==> src/rtl/pwm_tmr_pkg.sv <==
package pwm_tmr_pkg;
  typedef enum logic [1:0] {
    MODE_UP   = 2'b00,
    MODE_DOWN = 2'b01,
    MODE_UPDN = 2'b10,
    MODE_HOLD = 2'b11
  } cnt_mode_e;

  localparam int REG_W     = 16;
  localparam int DIV_W     = 3;
  localparam int CDIV_LSB  = 10;
  localparam int HDIV_LSB  = 7;
  localparam int IMM_BIT   = 3;
  localparam logic [REG_W-1:0] CTRL_MASK  = 16'h1F8B;
  localparam logic [REG_W-1:0] CTRL_RESET = 16'h0003;

  localparam logic [1:0] ADDR_CTRL = 2'd0;
  localparam logic [1:0] ADDR_PRD  = 2'd1;
  localparam logic [1:0] ADDR_SHD  = 2'd2;
  localparam logic [1:0] ADDR_CNT  = 2'd3;

  // largest factor: 2^(2^DIV_W-1) * 2*(2^DIV_W-1)
  localparam int DIV_MAX = 2**DIV_W - 1;
  localparam int PRE_W   = DIV_MAX + $clog2(2*DIV_MAX) + 1;
endpackage

==> src/rtl/pwm_prescale.sv <==
module pwm_prescale
  import pwm_tmr_pkg::*;
(
  input  logic             clk_i,
  input  logic             rst_ni,
  input  logic             clr_i,
  input  logic [DIV_W-1:0] cdiv_i,
  input  logic [DIV_W-1:0] hdiv_i,
  output logic             tick_o
);
  logic [PRE_W-1:0] pre_q;
  logic [PRE_W-1:0] hs_fac;
  logic [PRE_W-1:0] n_m1;

  always_comb begin
    hs_fac = (hdiv_i == '0) ? PRE_W'(1) : PRE_W'({hdiv_i, 1'b0});
    n_m1   = (hs_fac << cdiv_i) - PRE_W'(1);
  end

  assign tick_o = (pre_q == n_m1);

  always_ff @(posedge clk_i or negedge rst_ni) begin
    if (!rst_ni)     pre_q <= '0;
    else if (clr_i)  pre_q <= '0;
    else if (tick_o) pre_q <= '0;
    else             pre_q <= pre_q + PRE_W'(1);
  end
endmodule

==> src/rtl/pwm_period.sv <==
module pwm_period #(
  parameter int CNT_W = 16
) (
  input  logic             clk_i,
  input  logic             rst_ni,
  input  logic             wr_i,
  input  logic [CNT_W-1:0] wdata_i,
  input  logic             imm_i,
  input  logic             load_i,
  output logic [CNT_W-1:0] active_o,
  output logic [CNT_W-1:0] shadow_o
);
  always_ff @(posedge clk_i or negedge rst_ni) begin
    if (!rst_ni) begin
      active_o <= '0;
      shadow_o <= '0;
    end else begin
      if (wr_i) shadow_o <= wdata_i;
      // a direct write overrides a same-cycle zero load
      if (wr_i && imm_i)  active_o <= wdata_i;
      else if (load_i)    active_o <= shadow_o;
    end
  end
endmodule

==> src/rtl/pwm_count.sv <==
module pwm_count
  import pwm_tmr_pkg::*;
#(
  parameter int CNT_W = 16
) (
  input  logic             clk_i,
  input  logic             rst_ni,
  input  logic             tick_i,
  input  cnt_mode_e        mode_i,
  input  logic [CNT_W-1:0] prd_i,
  input  logic             restart_i,
  output logic [CNT_W-1:0] cnt_o,
  output logic             dir_up_o,
  output logic             zero_o,
  output logic             prd_o
);
  localparam logic [CNT_W-1:0] ONE = CNT_W'(1);

  logic             dir_q, dir_d;
  logic [CNT_W-1:0] cnt_d;
  logic             run;

  assign run    = tick_i && (mode_i != MODE_HOLD);
  assign zero_o = run && (cnt_o == '0);
  assign prd_o  = run && (cnt_o == prd_i);

  always_comb begin
    cnt_d = cnt_o;
    dir_d = dir_q;
    if (run) begin
      unique case (mode_i)
        MODE_UP:   cnt_d = (cnt_o >= prd_i) ? '0 : cnt_o + ONE;
        MODE_DOWN: cnt_d = (cnt_o == '0) ? prd_i : cnt_o - ONE;
        MODE_UPDN: begin
          if (dir_q) begin
            if (cnt_o >= prd_i) begin
              dir_d = 1'b0;
              cnt_d = (cnt_o != '0) ? cnt_o - ONE : '0;
            end else begin
              cnt_d = cnt_o + ONE;
            end
          end else begin
            if (cnt_o == '0) begin
              dir_d = 1'b1;
              cnt_d = (prd_i != '0) ? ONE : '0;
            end else begin
              cnt_d = cnt_o - ONE;
            end
          end
        end
        default: cnt_d = cnt_o;
      endcase
    end
    if (restart_i) dir_d = 1'b1;
  end

  always_ff @(posedge clk_i or negedge rst_ni) begin
    if (!rst_ni) begin
      cnt_o <= '0;
      dir_q <= 1'b1;
    end else begin
      cnt_o <= cnt_d;
      dir_q <= dir_d;
    end
  end

  always_comb begin
    unique case (mode_i)
      MODE_UP:   dir_up_o = 1'b1;
      MODE_DOWN: dir_up_o = 1'b0;
      default:   dir_up_o = dir_q;
    endcase
  end
endmodule

==> src/rtl/pwm_timebase.sv <==
module pwm_timebase
  import pwm_tmr_pkg::*;
#(
  parameter int CNT_W = 16
) (
  input  logic             clk_i,
  input  logic             rst_ni,
  input  logic             wr_en_i,
  input  logic [1:0]       addr_i,
  input  logic [15:0]      wdata_i,
  output logic [15:0]      rdata_o,
  output logic [CNT_W-1:0] cnt_o,
  output logic             zero_o,
  output logic             prd_o,
  output logic             dir_up_o
);
  logic [REG_W-1:0] ctrl_q;
  logic             ctrl_wr, prd_wr, tick;
  cnt_mode_e        mode;
  logic [CNT_W-1:0] prd_act, prd_shd;

  assign ctrl_wr = wr_en_i && (addr_i == ADDR_CTRL);
  assign prd_wr  = wr_en_i && (addr_i == ADDR_PRD);
  assign mode    = cnt_mode_e'(ctrl_q[1:0]);

  always_ff @(posedge clk_i or negedge rst_ni) begin
    if (!rst_ni)      ctrl_q <= CTRL_RESET;
    else if (ctrl_wr) ctrl_q <= wdata_i & CTRL_MASK;
  end

  pwm_prescale u_pre (
    .clk_i  (clk_i),
    .rst_ni (rst_ni),
    .clr_i  (ctrl_wr),
    .cdiv_i (ctrl_q[CDIV_LSB +: DIV_W]),
    .hdiv_i (ctrl_q[HDIV_LSB +: DIV_W]),
    .tick_o (tick)
  );

  pwm_period #(.CNT_W(CNT_W)) u_prd (
    .clk_i    (clk_i),
    .rst_ni   (rst_ni),
    .wr_i     (prd_wr),
    .wdata_i  (wdata_i[CNT_W-1:0]),
    .imm_i    (ctrl_q[IMM_BIT]),
    .load_i   (zero_o),
    .active_o (prd_act),
    .shadow_o (prd_shd)
  );

  pwm_count #(.CNT_W(CNT_W)) u_cnt (
    .clk_i     (clk_i),
    .rst_ni    (rst_ni),
    .tick_i    (tick),
    .mode_i    (mode),
    .prd_i     (prd_act),
    .restart_i (ctrl_wr),
    .cnt_o     (cnt_o),
    .dir_up_o  (dir_up_o),
    .zero_o    (zero_o),
    .prd_o     (prd_o)
  );

  always_comb begin
    unique case (addr_i)
      ADDR_CTRL: rdata_o = ctrl_q;
      ADDR_PRD:  rdata_o = REG_W'(prd_act);
      ADDR_SHD:  rdata_o = REG_W'(prd_shd);
      default:   rdata_o = REG_W'(cnt_o);
    endcase
  end
endmodule

==> config.mk <==
export PLATFORM = sky130hd
export DESIGN_NAME = pwm_timebase
export DESIGN_NICKNAME = d
export VERILOG_FILES = /design/src/rtl/pwm_tmr_pkg.sv /design/src/rtl/pwm_prescale.sv /design/src/rtl/pwm_period.sv /design/src/rtl/pwm_count.sv /design/src/rtl/pwm_timebase.sv
export SDC_FILE = /design/constraint.sdc
export NUM_CORES = 1
export LEC_CHECK = 0
export BUFFER_PORTS_ARGS = -buffer_cell sky130_fd_sc_hd__buf_2
export CAP_MARGIN = 20
export CORE_MARGIN = 2
export CORE_UTILIZATION = 45
export DETAILED_ROUTE_END_ITERATION = 16
export SLEW_MARGIN = 5
export SYNTH_ARGS = -nofsm -noshare
export SYNTH_HDL_FRONTEND = slang
export SYNTH_SLANG_ARGS = --single-unit
==> constraint.sdc <==
create_clock -name clk_i -period 10.65 [get_ports clk_i]
set_input_delay 1.065 -clock clk_i [delete_from_list [all_inputs] [get_ports clk_i]]
set_output_delay 1.065 -clock clk_i [all_outputs]
set_load 0.005 [all_outputs]
==> load_flow_metrics.sql <==
INSERT INTO impl_metrics (metric_group, metric, value, unit) VALUES
('final_layout', 'finish.utilization', '52.0', '%'),
('yosys', 'synth_cells', '650', ''),
('setup_path', 'critical-path-top-cell-by-count', 'nor3_1', ''),
('yosys', 'netlist_area', '5610', 'µm²'),
('yosys', 'synth_edf_count', '0', ''),
('power', 'leakage_dissipation', '0.00276', 'µW'),
('setup_path', 'critical_path.cell_chain', 'or2_2 -> nor3_1 -> inv_1 -> ha_1 -> o21ai_0 -> nor4_1 -> a311o_1 -> o31ai_1 -> nor3_1 -> and4_1 -> buf_2', ''),
('setup_path', 'cp-end-kind', 'primary output', ''),
('clock_network', 'clock-sinks', '70', ''),
('sta', 'max_freq', '200', 'MHz'),
('floorplan', 'floorplan.die.width', '116', 'µm'),
('setup_path', 'timing_worst_setup_path_type', 'register to primary output', ''),
('clock_network', 'cts_resized', '0', ''),
('route', 'drtPass1Iterations', '5', ''),
('yosys', 'synth.avg_cell_area', '8.62', 'µm²'),
('power', 'comb_power_share', '43.9', '%'),
('clock_network', 'cts.clk_slew.worst_paths', '60', 'ps'),
('yosys', 'synthFlopType', 'dfrtp_1', ''),
('global_routing', 'gr-usage-all-layers', '24.8', '%'),
('floorplan', 'fp.dieArea', '13400', 'µm²'),
('final_layout', 'layout.cells.most_common_list', 'dfrtp_1, nor2_1, buf_2, a21oi_1', ''),
('placed_design', 'detailedPlacementHpwl', '11.3', 'mm'),
('global_routing', 'antenna_found_initial', '0', ''),
('yosys', 'synth_fp_nets', '695', ''),
('sta', 'worst_slew_pin_slew', '935', 'ps'),
('setup_path', 'timing.critical_path.arrival', '3930', 'ps'),
('sta', 'timing_max_transition_violations_final', '0', ''),
('min_path', 'hold_path.class', 'register to register', ''),
('route', 'drt.antenna.violating_nets', '0', ''),
('final_layout', 'layout_commonest_cell', 'dfrtp_1', ''),
('sta', 'final_worst_path_cycle_share', '46.9', '%'),
('final_layout', 'nets', '717', ''),
('yosys', 'synth_warnings', '0', ''),
('setup_path', 'critical-path-slowest-cell', 'dfrtp_1', ''),
('final_layout', 'syn2layout_area_growth', '11.9', '%'),
('final_layout', 'fill_cells', '1164', ''),
('setup_path', 'startpoint_type', 'register', ''),
('sta', 'period_needed', '4990', 'ps'),
('clock_network', 'tritoncts.num_buffers', '9', ''),
('flow_run', 'drv_cap', '0', ''),
('yosys', 'synth_cell_types', '71', ''),
('sta', 'grt_setup_unrepaired', 'false', ''),
('sta', 'finalHoldWorstSlack', '532', 'ps'),
('sta', 'hold_viol', '0', ''),
('yosys', 'synthArstFlopShare', '100', '%'),
('yosys', 'ys_ff_latch', '70', ''),
('sta', 'max_slew_margin', '37.7', '%'),
('floorplan', 'top_level_ports', '56', ''),
('final_layout', 'num_antenna_cells', '0', ''),
('floorplan', 'die_height', '116', 'µm'),
('power', 'power.share.sequential', '31.8', '%'),
('power', 'pwr_density_cell', '231', 'nW/µm²'),
('placed_design', 'gp_congestion', '0.861', ''),
('clock_network', 'clock_tree_from_tritoncts', 'built', ''),
('floorplan', 'num_rows', '40', ''),
('clock_network', 'clock_latency', '350', 'ps'),
('setup_path', 'crit_fanout', '31', ''),
('outcome', 'run_status', 'finished, final reports clean', ''),
('floorplan', 'fp.coreArea', '12100', 'µm²'),
('sta', 'timing.setup.tns', '0', 'ps'),
('global_routing', 'grt_pass1_wl', '25.6', 'mm'),
('setup_path', 'worst-endpoint-required', '9590', 'ps'),
('route', 'post_detailed_route_via_to_cell_ratio', '6.03', ''),
('clock_network', 'post_cts_buffers', '0', ''),
('placed_design', 'port_buffers', '55', ''),
('sta', 'largest_clock_skew_in_the_final_design', '7.64', 'ps'),
('power', 'power.clock.fraction', '24.3', '%'),
('yosys', 'synth_sequential_area_ratio', '31.3', '%'),
('setup_path', 'timing.critical_path.slowest_cell_delay', '710', 'ps'),
('clock_network', 'max-clock-path-buffers', '2', ''),
('global_routing', 'grt.overflow.total', '0', '');
## kinds of logic (layout without fill, tap and decap cells)
group,after synthesis,count (layout),share of synthesized area (%)
compound gates,158,158,17.9
xor+xnor,27,27,4.22
fa+ha+maj,24,24,5.36
buf+inv,79,106,6.16
flops,70,70,31.3
mux,63,63,14.0
simple gates,229,229,21.1
## power groups by stage
stage          Sequential, µW  Combinational (µW)  Clock, µW
2_1_floorplan             386                 523          0
6_report                  461                 636        352
4_1_cts                   458                 629        357
5_1_grt                   472                 707        366
3_5_place_dp              463                 622          0
3_3_place_gp              459                 610          0
## synth_stat cells (5+ instances only)
master	n	share of area, %
dfrtp_1	67	30
nor2_1	64	4.3
a21oi_1	47	4.2
nand2_1	44	2.9
o21ai_0	44	3.9
clkbuf_1	32	2.1
mux2_2	31	6.2
inv_1	29	1.9
ha_1	24	5.4
mux2i_1	23	4.1
nor3_1	22	2.0
xnor2_1	16	2.5
nand3_1	15	1.3
nor4_1	14	1.6
and3_1	12	1.3
xor2_1	11	1.7
nor2b_1	10	1.1
buf_2	9	0.80
mux4_2	9	3.6
a22o_1	8	1.3
nand2b_1	8	0.89
a211oi_1	6	0.80
nand4_1	6	0.67
nand3b_1	5	0.67
nor3b_1	5	0.67
o22ai_1	5	0.56
o32ai_1	5	0.78
## stage by stage
stage | cells | worst slack (ps) | cell area (µm²)
2_1_floorplan | 650 | 6850 | 5610
3_3_place_gp | 827 | 6090 | 5890
3_5_place_dp | 828 | 6050 | 5920
4_1_cts | 844 | 5720 | 6260
5_1_grt | 845 | 5450 | 6270
6_report | 845 | 5660 | 6270
## routing by layer
| metal | global-route usage [%] | vias up | wire (µm) |
|---|---|---|---|
| met1 | 35.9 | 2470 | 7750 |
| met3 | 3.66 | 21 | 904 |
| met5 | 0 | - | 0 |
| li1 | - | 2418 | - |
| met4 | 9.92 | 0 | 389 |
| met2 | 37.4 | 189 | 6900 |
## area by class of cell
cell class	count	area, µm²	share of cell area [%]
multi-input combinational	501	3520	56.1
tap	168	210	3.35
sequential	70	1760	28.0
clock buffer	11	233	3.71
timing repair buffer	60	335	5.35
clock inverter	5	108	1.72
inverter	30	113	1.80
## state kept, by name, summed over array words and instances, names as in the netlist
signal / cells
u_prd.active_o: 16
u_cnt.dir_q: 1
u_prd.shadow_o: 16
u_cnt.cnt_o: 16
ctrl_q: 9
u_pre.pre_q: 12
## worst paths after layout
| check | start | to | slack, ps | cells past startpoint |
|---|---|---|---|---|
| max reg2reg | ctrl_q[11] | u_cnt.cnt_o[0] | 6600 | 11 |
| min reg2reg | u_prd.shadow_o[15] | u_prd.shadow_o[15] | 530 | 1 |
| max in group asynchronous | rst_ni | u_cnt.cnt_o[15] | 9180 | 1 |
| min | u_prd.shadow_o[15] | u_prd.shadow_o[15] | 530 | 1 |
| max | ctrl_q[11] | prd_o | 5660 | 11 |
| min in group asynchronous | rst_ni | u_cnt.cnt_o[10] | 820 | 1 |
## worst register-to-register path, stage by stage, from the launching register on
cell,delay [ps]
dfrtp_1,710
or2_2,480
nor3_1,290
inv_1,80
ha_1,250
o21a_1,140
and3_1,180
or3b_1,360
a211o_1,390
or4_4,620
nor4b_2,340
a21oi_1,80
Note: power is estimated with default switching activity, not from simulation.
